<file path="src/rtl/spis_pkg.sv">
package spis_pkg;

   typedef struct packed {
      logic cpol;
      logic ncpha;
   } spis_mode_t;

   typedef struct packed {
      logic ready;
      logic overrun;
      logic underrun;
   } spis_flags_t;

   // clamp a requested length into [lo, hi]
   function automatic int unsigned spis_clamp(input int unsigned req,
                                              input int unsigned lo,
                                              input int unsigned hi);
      if (req < lo) return lo;
      if (req > hi) return hi;
      return req;
   endfunction

endpackage

</file>
<file path="src/rtl/spis_sync.sv">
module spis_sync #(
   parameter int                 WIDTH   = 3,
   parameter int                 STAGES  = 2,
   parameter logic [WIDTH-1:0]   RST_VAL = '0
) (
   input  logic             clk_i,
   input  logic             rst_ni,
   input  logic [WIDTH-1:0] d_i,
   output logic [WIDTH-1:0] q_o
);

   initial begin
      if (STAGES < 2) $fatal(1, "spis_sync: STAGES must be at least 2");
      if (WIDTH < 1)  $fatal(1, "spis_sync: WIDTH must be at least 1");
   end

   for (genvar b = 0; b < WIDTH; b++) begin : g_bit
      logic [STAGES-1:0] chain_q;

      always_ff @(posedge clk_i or negedge rst_ni) begin
         if (!rst_ni) chain_q <= {STAGES{RST_VAL[b]}};
         else         chain_q <= {chain_q[STAGES-2:0], d_i[b]};
      end

      assign q_o[b] = chain_q[STAGES-1];
   end

endmodule

</file>
<file path="src/rtl/spis_edge.sv">
module spis_edge
   import spis_pkg::*;
(
   input  logic       clk_i,
   input  logic       rst_ni,
   input  logic       sclk_s_i,
   input  logic       csn_s_i,
   input  spis_mode_t mode_i,
   output logic       capture_o,
   output logic       sel_fall_o,
   output logic       sel_rise_o,
   output logic       active_o
);

   logic sclk_q;
   logic csn_q;
   logic up_edge;
   logic dn_edge;
   logic lead_edge;
   logic trail_edge;

   always_ff @(posedge clk_i or negedge rst_ni) begin
      if (!rst_ni) begin
         sclk_q <= 1'b0;
         csn_q  <= 1'b1;
      end else begin
         sclk_q <= sclk_s_i;
         csn_q  <= csn_s_i;
      end
   end

   assign up_edge    = sclk_s_i & ~sclk_q;
   assign dn_edge    = ~sclk_s_i & sclk_q;
   assign lead_edge  = mode_i.cpol ? dn_edge : up_edge;
   assign trail_edge = mode_i.cpol ? up_edge : dn_edge;

   assign active_o   = ~csn_s_i;
   assign capture_o  = active_o & (mode_i.ncpha ? lead_edge : trail_edge);
   assign sel_fall_o = ~csn_s_i & csn_q;
   assign sel_rise_o = csn_s_i & ~csn_q;

endmodule

</file>
<file path="src/rtl/spis_shift.sv">
module spis_shift #(
   parameter int MAX_BITS = 16,
   parameter int LEN_W    = 5
) (
   input  logic                clk_i,
   input  logic                rst_ni,
   input  logic                capture_i,
   input  logic                sel_fall_i,
   input  logic                sel_rise_i,
   input  logic                active_i,
   input  logic                mosi_s_i,
   input  logic [LEN_W-1:0]    len_i,
   input  logic                wr_i,
   input  logic [MAX_BITS-1:0] wdata_i,
   output logic                miso_o,
   output logic                done_o,
   output logic [MAX_BITS-1:0] rx_word_o,
   output logic                starve_o,
   output logic                tx_empty_o
);

   logic [MAX_BITS-1:0] sh_q;
   logic [MAX_BITS-1:0] hold_q;
   logic                hold_full_q;
   logic                loaded_q;
   logic [LEN_W-1:0]    cnt_q;
   logic [MAX_BITS-1:0] sh_next;
   logic [MAX_BITS-1:0] len_mask;
   logic                last_bit;

   assign sh_next  = {sh_q[MAX_BITS-2:0], mosi_s_i};
   assign last_bit = capture_i && (cnt_q == len_i - 1'b1);

   always_comb begin
      len_mask = '0;
      miso_o   = 1'b0;
      for (int i = 0; i < MAX_BITS; i++) begin
         len_mask[i] = (i < int'(len_i));
         if (i == int'(len_i) - 1) miso_o = sh_q[i];
      end
   end

   always_ff @(posedge clk_i or negedge rst_ni) begin
      if (!rst_ni) begin
         sh_q        <= '0;
         hold_q      <= '0;
         hold_full_q <= 1'b0;
         loaded_q    <= 1'b0;
         cnt_q       <= '0;
      end else begin
         if (sel_rise_i) begin
            cnt_q <= '0;
            if (cnt_q != '0) loaded_q <= 1'b0;
         end else if (capture_i) begin
            if (last_bit) begin
               cnt_q <= '0;
               if (hold_full_q) begin
                  sh_q        <= hold_q;
                  hold_full_q <= 1'b0;
                  loaded_q    <= 1'b1;
               end else begin
                  sh_q     <= sh_next;
                  loaded_q <= 1'b0;
               end
            end else begin
               cnt_q <= cnt_q + 1'b1;
               sh_q  <= sh_next;
            end
         end else if (sel_fall_i && hold_full_q) begin
            sh_q        <= hold_q;
            hold_full_q <= 1'b0;
            loaded_q    <= 1'b1;
         end

         if (wr_i) begin
            if (!active_i && !loaded_q && !hold_full_q) begin
               sh_q     <= wdata_i;
               loaded_q <= 1'b1;
            end else begin
               hold_q      <= wdata_i;
               hold_full_q <= 1'b1;
            end
         end
      end
   end

   assign done_o     = last_bit;
   assign rx_word_o  = sh_next & len_mask;
   assign starve_o   = last_bit && !hold_full_q;
   assign tx_empty_o = ~hold_full_q;

endmodule

</file>
<file path="src/rtl/spis_status.sv">
module spis_status
   import spis_pkg::*;
#(
   parameter int MAX_BITS = 16
) (
   input  logic                clk_i,
   input  logic                rst_ni,
   input  logic                done_i,
   input  logic [MAX_BITS-1:0] rx_word_i,
   input  logic                starve_i,
   input  logic                rdr_rd_i,
   input  logic                sr_rd_i,
   output logic [MAX_BITS-1:0] rdata_o,
   output spis_flags_t         flags_o
);

   logic [MAX_BITS-1:0] rdr_q;
   spis_flags_t         fl_q;

   always_ff @(posedge clk_i or negedge rst_ni) begin
      if (!rst_ni) begin
         rdr_q <= '0;
         fl_q  <= '0;
      end else begin
         if (sr_rd_i) begin
            fl_q.overrun  <= 1'b0;
            fl_q.underrun <= 1'b0;
         end
         if (done_i) begin
            rdr_q      <= rx_word_i;
            fl_q.ready <= 1'b1;
            if (fl_q.ready && !rdr_rd_i) fl_q.overrun <= 1'b1;
         end else if (rdr_rd_i) begin
            fl_q.ready <= 1'b0;
         end
         if (starve_i) fl_q.underrun <= 1'b1;
      end
   end

   assign rdata_o = rdr_q;
   assign flags_o = fl_q;

endmodule

</file>
<file path="src/rtl/spi_slave_buf.sv">
module spi_slave_buf
   import spis_pkg::*;
#(
   parameter int  MAX_BITS    = 16,
   parameter int  MIN_BITS    = 8,
   parameter int  SYNC_STAGES = 2,
   localparam int LEN_W       = $clog2(MAX_BITS + 1)
) (
   input  logic                clk_i,
   input  logic                rst_ni,
   input  logic                spi_sclk_i,
   input  logic                spi_csn_i,
   input  logic                spi_mosi_i,
   output logic                spi_miso_o,
   output logic                spi_miso_oe_o,
   input  logic [LEN_W-1:0]    cfg_len_i,
   input  logic                cfg_cpol_i,
   input  logic                cfg_ncpha_i,
   input  logic                tdr_wr_i,
   input  logic [MAX_BITS-1:0] tdr_wdata_i,
   input  logic                rdr_rd_i,
   input  logic                sr_rd_i,
   output logic [MAX_BITS-1:0] rdr_data_o,
   output logic                rx_ready_o,
   output logic                tx_empty_o,
   output logic                overrun_o,
   output logic                underrun_o
);

   initial begin
      if (MIN_BITS < 2)         $fatal(1, "spi_slave_buf: MIN_BITS below 2");
      if (MAX_BITS < MIN_BITS)  $fatal(1, "spi_slave_buf: MAX_BITS below MIN_BITS");
      if (SYNC_STAGES < 2)      $fatal(1, "spi_slave_buf: SYNC_STAGES below 2");
   end

   localparam logic [LEN_W-1:0] LEN_LO = LEN_W'(spis_clamp(MIN_BITS, 2, MAX_BITS));
   localparam logic [LEN_W-1:0] LEN_HI = LEN_W'(MAX_BITS);

   logic [2:0]       pins_s;
   logic             csn_s;
   logic             sclk_s;
   logic             mosi_s;
   spis_mode_t       mode;
   logic             capture;
   logic             sel_fall;
   logic             sel_rise;
   logic             active;
   logic [LEN_W-1:0] len_eff;
   logic             done;
   logic             starve;
   logic             miso_bit;
   logic [MAX_BITS-1:0] rx_word;
   spis_flags_t      flags;

   spis_sync #(
      .WIDTH   (3),
      .STAGES  (SYNC_STAGES),
      .RST_VAL (3'b100)
   ) u_sync (
      .clk_i  (clk_i),
      .rst_ni (rst_ni),
      .d_i    ({spi_csn_i, spi_sclk_i, spi_mosi_i}),
      .q_o    (pins_s)
   );

   assign csn_s  = pins_s[2];
   assign sclk_s = pins_s[1];
   assign mosi_s = pins_s[0];

   assign mode.cpol  = cfg_cpol_i;
   assign mode.ncpha = cfg_ncpha_i;

   always_comb begin
      if (cfg_len_i < LEN_LO)      len_eff = LEN_LO;
      else if (cfg_len_i > LEN_HI) len_eff = LEN_HI;
      else                         len_eff = cfg_len_i;
   end

   spis_edge u_edge (
      .clk_i      (clk_i),
      .rst_ni     (rst_ni),
      .sclk_s_i   (sclk_s),
      .csn_s_i    (csn_s),
      .mode_i     (mode),
      .capture_o  (capture),
      .sel_fall_o (sel_fall),
      .sel_rise_o (sel_rise),
      .active_o   (active)
   );

   spis_shift #(
      .MAX_BITS (MAX_BITS),
      .LEN_W    (LEN_W)
   ) u_shift (
      .clk_i      (clk_i),
      .rst_ni     (rst_ni),
      .capture_i  (capture),
      .sel_fall_i (sel_fall),
      .sel_rise_i (sel_rise),
      .active_i   (active),
      .mosi_s_i   (mosi_s),
      .len_i      (len_eff),
      .wr_i       (tdr_wr_i),
      .wdata_i    (tdr_wdata_i),
      .miso_o     (miso_bit),
      .done_o     (done),
      .rx_word_o  (rx_word),
      .starve_o   (starve),
      .tx_empty_o (tx_empty_o)
   );

   spis_status #(
      .MAX_BITS (MAX_BITS)
   ) u_status (
      .clk_i     (clk_i),
      .rst_ni    (rst_ni),
      .done_i    (done),
      .rx_word_i (rx_word),
      .starve_i  (starve),
      .rdr_rd_i  (rdr_rd_i),
      .sr_rd_i   (sr_rd_i),
      .rdata_o   (rdr_data_o),
      .flags_o   (flags)
   );

   assign spi_miso_o    = active & miso_bit;
   assign spi_miso_oe_o = active;
   assign rx_ready_o    = flags.ready;
   assign overrun_o     = flags.overrun;
   assign underrun_o    = flags.underrun;

endmodule

</file>
<file path="config.mk">
export PLATFORM = sky130hd
export DESIGN_NAME = spi_slave_buf
export DESIGN_NICKNAME = d
export VERILOG_FILES = /design/src/rtl/spis_pkg.sv /design/src/rtl/spis_sync.sv /design/src/rtl/spis_edge.sv /design/src/rtl/spis_shift.sv /design/src/rtl/spis_status.sv /design/src/rtl/spi_slave_buf.sv
export SDC_FILE = /design/constraint.sdc
export NUM_CORES = 1
export LEC_CHECK = 0
export ABC_AREA = 0
export BUFFER_PORTS_ARGS = -buffer_cell sky130_fd_sc_hd__buf_2
export CORE_UTILIZATION = 63
export DETAILED_ROUTE_END_ITERATION = 12
export GPL_TIMING_DRIVEN = 1
export MAX_ROUTING_LAYER = met4
export PLACE_DENSITY = 0.86
export SLEW_MARGIN = 25
export SYNTH_ARGS = -nofsm -noshare
export SYNTH_HDL_FRONTEND = slang
export SYNTH_HIERARCHICAL = 1
export SYNTH_SLANG_ARGS = --single-unit
</file>
<file path="constraint.sdc">
create_clock -name clk_i -period 6.2 [get_ports clk_i]
set_input_delay 0.31 -clock clk_i [delete_from_list [all_inputs] [get_ports clk_i]]
set_output_delay 0.31 -clock clk_i [all_outputs]
set_load 0.03 [all_outputs]
</file>
Yosys cells after proc, flatten, opt, wreduce, memory -nomap -nowiden:

Index checks and enable logic that the tools add are counted.

* add/subtract/negate cells: 3
* $lt $le $gt $ge: 18
* eq/ne operators: 16
* multiplexer cells: 51
* bitwise gates (word level): 13
* reductions and logical operators: 15

Operators by type and width (count)
* 5-bit by 32-bit equality test with 1-bit output (first input constant): 8
* 4-bit by 32-bit equality test with 1-bit output (first input constant): 4
* 16-bit two-way mux: 7
* 3-bit by 32-bit equality test with 1-bit output (first input constant): 2
* 4-bit by 5-bit less-than comparator with 1-bit output (first input constant): 8
* 1-bit two-way mux: 38
* 2-bit by 32-bit equality test with 1-bit output (first input constant): 1
* 32-bit zero test: 1
* 5-bit two-way mux: 5
* 3-bit by 5-bit less-than comparator with 1-bit output (first input constant): 4
* 16-bit AND: 1
* 1-bit by 5-bit less-than comparator with 1-bit output (first input constant): 2
* 2-bit by 5-bit less-than comparator with 1-bit output (first input constant): 2
* 1-bit AND: 6
* 1-bit logical AND: 6
* 1-bit inverter: 6
* 2-bit nonzero test: 3
* 5-bit by 1-bit subtractor with 6-bit output (second input constant): 1
* 5-bit by 1-bit adder with 5-bit output (second input constant): 1
* 5-bit equality test: 1
* 5-bit > comparator (second input constant): 1
* 5-bit by 4-bit less-than comparator with 1-bit output (second input constant): 1
* 5-bit nonzero test: 1
* 5-bit by 1-bit subtractor with 5-bit output (second input constant): 1
* other kinds (3): 5

* bits in registers: 66
* output and inout port bits: 22

Depth between registers and ports, before layout:

Gate-level depths: netlist of the first run.

* word-level depth: 22
* gate-level depth with buffers: 11
* mapped depth without buffers: 9

Hierarchy:

Netlist of the first run, hierarchy kept.

Modules (own cells, without submodules)
* spis_shift: times used 1, cells an instance 370, area an instance 3140.5 um^2, seq. area each 975.9 um^2
* spis_status: times used 1, cells an instance 42, area an instance 750.7 um^2, seq. area each 475.5 um^2
* spis_sync: times used 1, cells an instance 9, area an instance 175.2 um^2, seq. area each 152.6 um^2
* spis_edge: times used 1, cells an instance 9, area an instance 100.1 um^2, seq. area each 51.3 um^2
* spi_slave_buf: times used 1, cells an instance 6, area an instance 40.0 um^2, seq. area each 0.0 um^2

Worst setup path after synthesis of the first run:

Ideal clock, no wire load.

* path kind: input -> output
* start: input port cfg_len_i[4]
* end: output port spi_miso_o
* arrival: 2174 ps
* data required time: 5890 ps
* path slack: 3716 ps
* cell stages on the path: 10
* buffers on the path: 1
* path through: and3b_1 -> buf_2 -> inv_1 -> ha_1 -> nor2b_1 -> a22o_1 -> mux4_2 -> o21ai_0 -> o21ai_0 -> and2_1

* longest elaborated chain between the ends: 22

RTL lines
* start, declared: line spi_slave_buf.sv:16 `input logic [LEN_W-1:0] cfg_len_i,`
* 5-bit > comparator: line spi_slave_buf.sv:75 `else if (cfg_len_i > LEN_HI) len_eff = LEN_HI;`
* 5-bit two-way mux: line spi_slave_buf.sv:75
* 5-bit two-way mux (*): line spi_slave_buf.sv:74 `if (cfg_len_i < LEN_LO) len_eff = LEN_LO;`
* 5-bit by 1-bit subtractor with 6-bit output (*): line spis_shift.sv:39 `if (i == int'(len_i) - 1) miso_o = sh_q[i];`
* 32-bit zero test: line spis_shift.sv:39
* 1-bit two-way mux (15 in series): line spis_shift.sv:39
* 1-bit two-way mux (*): line spis_shift.sv:39
* net miso_bit: line spi_slave_buf.sv:51 `logic miso_bit;`
* 1-bit AND (*): line spi_slave_buf.sv:126 `assign spi_miso_o = active & miso_bit;`
* end, declared: line spi_slave_buf.sv:14 `output logic spi_miso_o,`

The timed path passes the listed nets; every way through them passes the cells marked *.

Final worst setup path of the first run:

* start: input port cfg_len_i[4]
* end: output port spi_miso_o

* longest elaborated chain between the ends: 22

RTL lines
* 5-bit > comparator: line spi_slave_buf.sv:75
* 5-bit two-way mux: line spi_slave_buf.sv:75
* 5-bit two-way mux (*): line spi_slave_buf.sv:74
* net len_eff[1]: line spi_slave_buf.sv:48 `logic [LEN_W-1:0] len_eff;`
* 5-bit by 1-bit subtractor with 6-bit output (*): line spis_shift.sv:39
* 32-bit zero test: line spis_shift.sv:39
* 1-bit two-way mux (15 in series): line spis_shift.sv:39
* 1-bit two-way mux (*): line spis_shift.sv:39
* net miso_bit: line spi_slave_buf.sv:51
* 1-bit AND (*): line spi_slave_buf.sv:126

Marks and branches as above.

==> results of run 1 <==
[kinds of logic (layout without fill, tap and decap cells)]
family	count (synthesis)	in the layout	synth area share, %
XOR/XNOR	7	7	1.46
multiplexers	33	33	9.82
AO/OA/AOI/OAI	148	148	23.1
flip-flops	66	66	39.4
adder cells (fa/ha/maj)	6	6	1.78
buffers and inverters	66	104	8.15
AND/OR/NAND/NOR	110	110	16.3
[sequential cells by signal, summed over array words and instances, names as in the netlist]
signal                cells
u_shift/hold_q           16
u_edge/sclk_q             1
u_edge/csn_q              1
u_shift/cnt_q             5
u_shift/sh_q             16
u_shift/hold_full_q       1
u_status/rdata_o         16
u_status/flags_o          3
u_shift/loaded_q          1
u_sync/g_bit.chain_q      6
[area by class of cell]
class / count / share of cell area [%]
clock inverters: 5 / 1.18
well taps: 77 / 2.11
flip-flops and latches: 66 / 36.2
clock buffers: 11 / 2.87
multi-input cells: 304 / 48.5
inverters: 30 / 2.46
repair buffers: 58 / 6.68
[path summary, 6_finish.rpt]
path | from | end | slack (ns) | depth (start not counted)
worst max-delay path | cfg_len_i[4] | spi_miso_o | 3.05 | 11
worst min-delay path | spi_csn_i | u_sync/g_bit[2].chain_q[0]$_DFF_PN1_ | 0.06 | 1
worst max register to register | u_sync/g_bit[1].chain_q[1]$_DFF_PN0_ | u_status/rdata_o[10]$_DFFE_PN0P_ | 3.58 | 6
worst min register to register | u_sync/g_bit[1].chain_q[0]$_DFF_PN0_ | u_sync/g_bit[1].chain_q[1]$_DFF_PN0_ | 0.35 | 0
max in group asynchronous | rst_ni | u_shift/hold_q[15]$_DFFE_PN0P_ | 5.51 | 2
min in group asynchronous | rst_ni | u_status/rdata_o[11]$_DFFE_PN0P_ | 0.15 | 2
[report_power, final]
| part | internal, mW | total [mW] | switching [mW] |
|---|---|---|---|
| combinational | 0.159 | 0.403 | 0.244 |
| clock | 0.185 | 0.351 | 0.165 |
| sequential | 0.504 | 0.591 | 0.0867 |
[cells in the final DEF, fill, tap and decap left out, types with 3 or more instances in the layout]
master / netlist / final
and4b_1: 14 / 14
dfrtp_1: 63 / 63
ha_1: 6 / 6
nand2_1: 23 / 23
o22ai_1: 5 / 5
nor3_1: 3 / 3
or2_2: 3 / 3
dfstp_2: 3 / 3
inv_1: 29 / 29
mux2_2: 22 / 22
nor2_1: 20 / 18
nor2b_1: 6 / 6
and2_1: 5 / 5
clkbuf_8: 0 / 9
buf_2: 12 / 52
a21oi_1: 50 / 50
o21ai_0: 22 / 22
nor4_1: 3 / 3
a31oi_1: 5 / 5
and3b_1: 5 / 5
nand3_1: 5 / 5
nand2b_1: 7 / 7
a21o_1: 4 / 4
buf_4: 5 / 6
mux2_4: 8 / 8
o221ai_1: 15 / 15
xnor2_1: 6 / 6
nor3b_1: 4 / 4
clkinv_2: 0 / 3
o211ai_1: 30 / 30
[worst max-delay path, cell delays in order]
cell and delay (ns):
buf_2 0.19, and3b_1 0.51, inv_1 0.13, ha_1 0.24, nor2b_1 0.18, a22o_1 0.21, mux4_2 0.45, o21ai_0 0.14
o21ai_0 0.14, and2_1 0.17, buf_2 0.17
[routing by layer]
| layer | wire (microns) | track usage [%] | up-vias |
|---|---|---|---|
| met4 | 371 | 20.8 | 0 |
| met3 | 1030 | 5.34 | 39 |
| li1 | - | - | 1673 |
| met2 | 4820 | 46.4 | 243 |
| met5 | 0 | - | - |
| met1 | 4240 | 42.9 | 1749 |
[per-stage QoR]
step / hold WS (ns) / cell area (sq um) / cells
CTS: 0.0439 / 4570 / 551
global route: 0.0414 / 4570 / 551
detailed placement: 0.336 / 4380 / 535
floorplan: 0.0144 / 4210 / 436
global placement: 0.332 / 4380 / 535
finish: 0.0580 / 4570 / 551
==> out/metrics.yaml, run 1 <==
detailed_routing:
  drcViolationCount: 0
  antenna_left: 0
  dr.pass1.iters: 8
  avgRoutedWirePerCell_microns: 19.0
  drt_first_iter_violations: 484
  vias: 3704
  viasPerCell: 6.72
  wirelength_mm: 10.5
power:
  vdd_drop_max_mv: 0.198
  power.total_mw: 1.34
  leakagePower_nw: 2.05
  p_per_area_nw_per_um2: 294
synth:
  synth_area_sq_um: 4210
  netlist_top_cells_area: "dfrtp_1 (37%), a21oi_1 (5.9%), mux2_2 (5.9%)"
  syn-num-nets: 473
  yosysMostFrequentCell: "dfrtp_1"
  yosys.area.top_type: "dfrtp_1"
  synth_area_per_cell_sq_um: 9.65
  ys_ff_latch: 66
  yosysWarnings: 6
  netlist.area_leader.share_pct: 37.5
  synthCells: 436
  ys_seq_area_share_pct: 39.4
  synthTopCellsByCount: "dfrtp_1 (63), a21oi_1 (50), o211ai_1 (30)"
  async_reset_ff_share_pct: 100
  synth_edf_count: 0
  synth.distinct_cells: 63
  synthFlopType: "dfrtp_1"
timing:
  post-route-min-period_ns: 3.15
  fmax_ghz: 0.318
  tns_ns: 0
  period_share_pct: 50.8
  setup_slack_ns: 3.05
  hold_viol: 0
  max_slew_margin_pct: 36.3
  slew_viol_final: 0
  skew_ns: 0.00458
  rsz0062_at_grt: "false"
  tightest_slew_ns: 0.956
  finalSetupViolations: 0
die:
  std_cell_rows: 29
  coreArea_sq_um: 6390
  fp.dieW_microns: 83.7
  dieArea_sq_um: 7010
  initial_utilization_pct: 65.9
  ioPinCount: 53
  die_h_microns: 83.7
layout:
  seq_area_sq_um: 1660
  multiInputGateArea_sq_um: 2220
  drive_gt1_share_pct: 25.5
  diodes: 0
  fillers: 480
  syn2layout_area_growth_pct: 8.72
  fin_nets: 506
  postLayoutCoreUtil_pct: 71.6
clock_network:
  worstSkewPairLatency_ns: 0.34
  cts_sinks: 66
  root_buffer: "clkbuf_8"
  cts_tree: "yes"
  cts_resized: 0
  h-tree-depth: 3
  hold_buffers: 0
  clk_path_buf_depth: 2
  cts_made_buffers: 9
  clk_pin_slew_ns: 0.07
  cts_setup_buffers: 0
placement:
  dp_worst_setup_slack_ns: 2.62
  portBuffers: 52
  finalWeightedCongestion: 0.918
  hpwl_mm: 6.92
grt:
  grtUsageTotal_pct: 32.4
  grt_max_degree: 67
  grt_pass1_wl_mm: 17.3
  antenna_found_initial: 0
  grt_pass1_vias: 3585
  overflow: 0
worst_hold_path:
  min_path_type: "in -> reg"
run:
  maxCapViolCount: 0
worst_setup_path:
  cp-start-kind: "input port"
  crit_required_ns: 5.89
  cp.arrival_ns: 2.84
  crit_type: "in -> out"
  cp_max_fo: 17
  critPathCaptureType: "output port"
status:
  status: "complete, no violations"
Power figures use the tool's default switching activity.
==> run 2: changes to the inputs <==
--- a/config.mk
+++ b/config.mk
@@ -5,13 +5,13 @@
 export SDC_FILE = /design/constraint.sdc
 export NUM_CORES = 1
 export LEC_CHECK = 0
-export ABC_AREA = 0
+export ABC_AREA = 1
 export BUFFER_PORTS_ARGS = -buffer_cell sky130_fd_sc_hd__buf_2
-export CORE_UTILIZATION = 63
+export CORE_UTILIZATION = 58
 export DETAILED_ROUTE_END_ITERATION = 12
 export GPL_TIMING_DRIVEN = 1
 export MAX_ROUTING_LAYER = met4
-export PLACE_DENSITY = 0.86
+export PLACE_DENSITY = 0.8
 export SLEW_MARGIN = 25
 export SYNTH_ARGS = -nofsm -noshare
 export SYNTH_HDL_FRONTEND = slang
==> constraint.sdc (replaced) <==
create_clock -name clk_i -period 3.09 [get_ports clk_i]
set_input_delay 0.1545 -clock clk_i [delete_from_list [all_inputs] [get_ports clk_i]]
set_output_delay 0.1545 -clock clk_i [all_outputs]
set_load 0.03 [all_outputs]
==> run 2 against run 1 <==
  * Utilization fell by 3.2 points
  * Combinational power rose by 72%
  * Worst setup slack got worse by 2.5 ns
  * Synthesized area fell by 2.7%
  * Non-clock buffer count rose by 8
  * Sequential share of layout area fell by 0.60 points
  * First-iteration DRC count fell by 34%
  * Clock power rose by 130%
  * Largest power group unchanged
  * Via count rose by 6.9%
  * Design area rose by 1.7%
==> out/metrics.yaml, run 2 <==
status:
  status: "complete, no violations"
layout:
  diodes: 0  # unchanged
  final_cell_mix: "nand2_1 (201), inv_1 (85), dfrtp_1 (63)"
  drive_gt1_share_pct: 16.6  # -8.9 points
  fin_nets: 677  # +34%
  seq_area_sq_um: 1660  # unchanged
  final_cell_area_sq_um: 4650  # +1.7%
  final_common_cell: "nand2_1"
  multiInputGateArea_sq_um: 1930  # -13%
  fillers: 611  # +27%
  syn2layout_area_growth_pct: 13.6
timing:
  tightest_slew_ns: 0.656  # -0.300 ns
  max_slew_margin_pct: 56.2  # +20 points
  rsz0062_at_grt: "false"
  skew_ns: 0.00642  # +0.00185 ns
  slew_viol_final: 0  # unchanged
  post-route-min-period_ns: 2.54
  period_share_pct: 82.0
  tns_ns: 0  # unchanged
  fmax_ghz: 0.394
  finalSetupViolations: 0  # unchanged
  hold_viol: 0  # unchanged
worst_setup_path:
  crit_type: "in -> out"
  cp_max_fo: 7  # -10
  crit_required_ns: 2.94  # -2.95 ns
  critPathCaptureType: "output port"
  cp.arrival_ns: 2.38  # -0.46 ns
  cp-start-kind: "input port"
synth:
  synthFlopType: "dfrtp_1"
  yosys.area.top_type: "dfrtp_1"
  ys_seq_area_share_pct: 40.4  # +1.1 points
  netlist.area_leader.share_pct: 38.5  # +1.0 points
  ys_ff_latch: 66  # unchanged
  netlist_top_cells_area: "dfrtp_1 (39%), nand2_1 (18%), inv_1 (7.8%)"
  yosysWarnings: 6  # unchanged
  synth_edf_count: 0  # unchanged
  yosysMostFrequentCell: "nand2_1"
  synth_area_sq_um: 4090  # -2.7%
  synth.distinct_cells: 36  # -43%
  synthTopCellsByCount: "nand2_1 (201), inv_1 (85), dfrtp_1 (63)"
  synthCells: 589  # +35%
  syn-num-nets: 626  # +32%
  async_reset_ff_share_pct: 100  # unchanged
  synth_area_per_cell_sq_um: 6.95  # -28%
die:
  coreArea_sq_um: 6790  # +6.4%
  dieArea_sq_um: 7400  # +5.6%
  initial_utilization_pct: 60.3  # -5.6 points
  ioPinCount: 53  # unchanged
  std_cell_rows: 30  # +3.4%
  fp.dieW_microns: 86.0  # +2.7%
  die_h_microns: 86.0  # +2.7%
power:
  vdd_drop_max_mv: 0.288  # +45%
  p_per_area_nw_per_um2: 561  # +91%
  leakagePower_nw: 2.58  # +25%
detailed_routing:
  antenna_left: 0  # unchanged
  viasPerCell: 5.35  # -20%
  wirelength_mm: 10.2  # -2.1%
  dr.pass1.iters: 5  # -3
  drt_first_iter_violations: 321  # -34%
  vias: 3961  # +6.9%
  drcViolationCount: 0  # unchanged
  avgRoutedWirePerCell_microns: 13.8  # -27%
placement:
  hpwl_mm: 7.52  # +8.7%
  finalWeightedCongestion: 0.930  # +1.4%
  portBuffers: 52  # unchanged
  placed_cell_area_sq_um: 4390  # +0.14%
clock_network:
  clk_path_buf_depth: 2  # unchanged
  h-tree-depth: 3  # unchanged
  root_buffer: "clkbuf_8"
  cts_setup_buffers: 0  # unchanged
  clk_pin_slew_ns: 0.07  # about the same
  cts_sinks: 66  # unchanged
  cts_tree: "yes"
  worstSkewPairLatency_ns: 0.35  # about the same
  cts_made_buffers: 9  # unchanged
grt:
  antenna_found_initial: 0  # unchanged
  overflow: 0  # unchanged
  grt_pass1_wl_mm: 17.0  # -1.5%
  grtUsageTotal_pct: 30.5  # -1.9 points
  grt_max_degree: 49  # -27%
  grt_pass1_vias: 3677  # +2.6%
run:
  maxCapViolCount: 0  # unchanged
worst_hold_path:
  min_path_type: "in -> reg"
## run 2: cell types whose count changed after synthesis, sizes merged, moves of 6 or more
cell	change
nand2	+184
inv	+62
nand3	+42
o211ai	-30
mux2	-27
nor2	+21
a21oi	-16
and4b	-14
buf	-13
o21ai	+12
o221ai	-11
nand2b	-7
nor2b	-6
## run 2: metrics by stage
stage	hold WS (ns)	power, mW	cells	util, %	setup WS [ns]
2_1_floorplan	-0.141	1.57	589	-	0.904
3_3_place_gp	0.260	1.77	721	64.6	0.528
3_5_place_dp	0.261	1.79	721	64.6	0.458
4_1_cts	0.0114	2.61	740	68.3	0.547
5_1_grt	0.0273	2.75	741	68.5	0.182
6_report	0.0182	2.61	741	68.5	0.555
## run 2: final timing paths
path                                                 startpoint                              endpoint  slack [ns]  depth (start not counted)
min in group asynchronous                                rst_ni       u_status/flags_o[0]$_DFFE_PN0P_        0.36                          2
max in group asynchronous                                rst_ni             u_shift/sh_q[3]$_DFF_PN0_        2.12                          3
hold reg to reg            u_sync/g_bit[1].chain_q[0]$_DFF_PN0_  u_sync/g_bit[1].chain_q[1]$_DFF_PN0_        0.36                          0
hold / removal                                   tdr_wdata_i[0]             u_shift/sh_q[0]$_DFF_PN0_        0.02                          3
setup reg to reg                        u_edge/sclk_q$_DFF_PN0_          u_shift/cnt_q[0]$_DFFE_PN0P_        0.82                          9
setup / recovery                                   cfg_len_i[4]                            spi_miso_o        0.55                         18
## run 2: logic make-up (layout without fill, tap and decap cells)
family | Yosys count | count (layout) | share of synthesized area (%)
simple gates | 310 | 310 | 32.5
buf+inv | 118 | 174 | 12.5
compound gates | 81 | 81 | 10.7
flops | 66 | 66 | 40.4
fa+ha+maj | 6 | 6 | 1.83
mux | 5 | 5 | 1.38
xor+xnor | 3 | 3 | 0.642
## run 2: critical path, cell delays in order
cell     delay (ns)
buf_2          0.14
inv_2          0.12
nand2_2        0.07
nor2_1         0.32
inv_2          0.13
ha_1           0.25
inv_1          0.11
nand2_1        0.11
o21ai_0        0.20
nand3_1        0.09
nand3_1        0.09
nand2_1        0.05
nand2_1        0.05
nand2_1        0.05
a21oi_1        0.14
nand2_1        0.06
inv_1          0.05
buf_2          0.18
## run 2: cell type report
class / count / share of cell area [%]
clock buffer: 11 / 3.04
clock inverter: 5 / 1.67
inverter: 92 / 7.59
multi-input combinational: 405 / 41.4
sequential: 66 / 35.6
tap: 96 / 2.58
timing repair buffer: 66 / 8.12
## run 2: routing by layer
metal | GRT usage (%) | routed length, microns
met1 | 38.6 | 4530
met2 | 48.2 | 4740
met3 | 4.52 | 701
met4 | 14.4 | 267
met5 | - | 0
## run 2: timing repair
action | 4_1_cts | 5_1_grt
hold buffers | 3 | 1
endpoints found under the hold margin | 3 | 43
resized for setup | 0 | 0
## run 2: power by group
part           internal [mW]  total, mW  switching, mW
Sequential             0.993       1.11          0.113
Combinational          0.239      0.692          0.453
Clock                  0.474      0.811          0.337
Total                   1.71       2.61          0.902
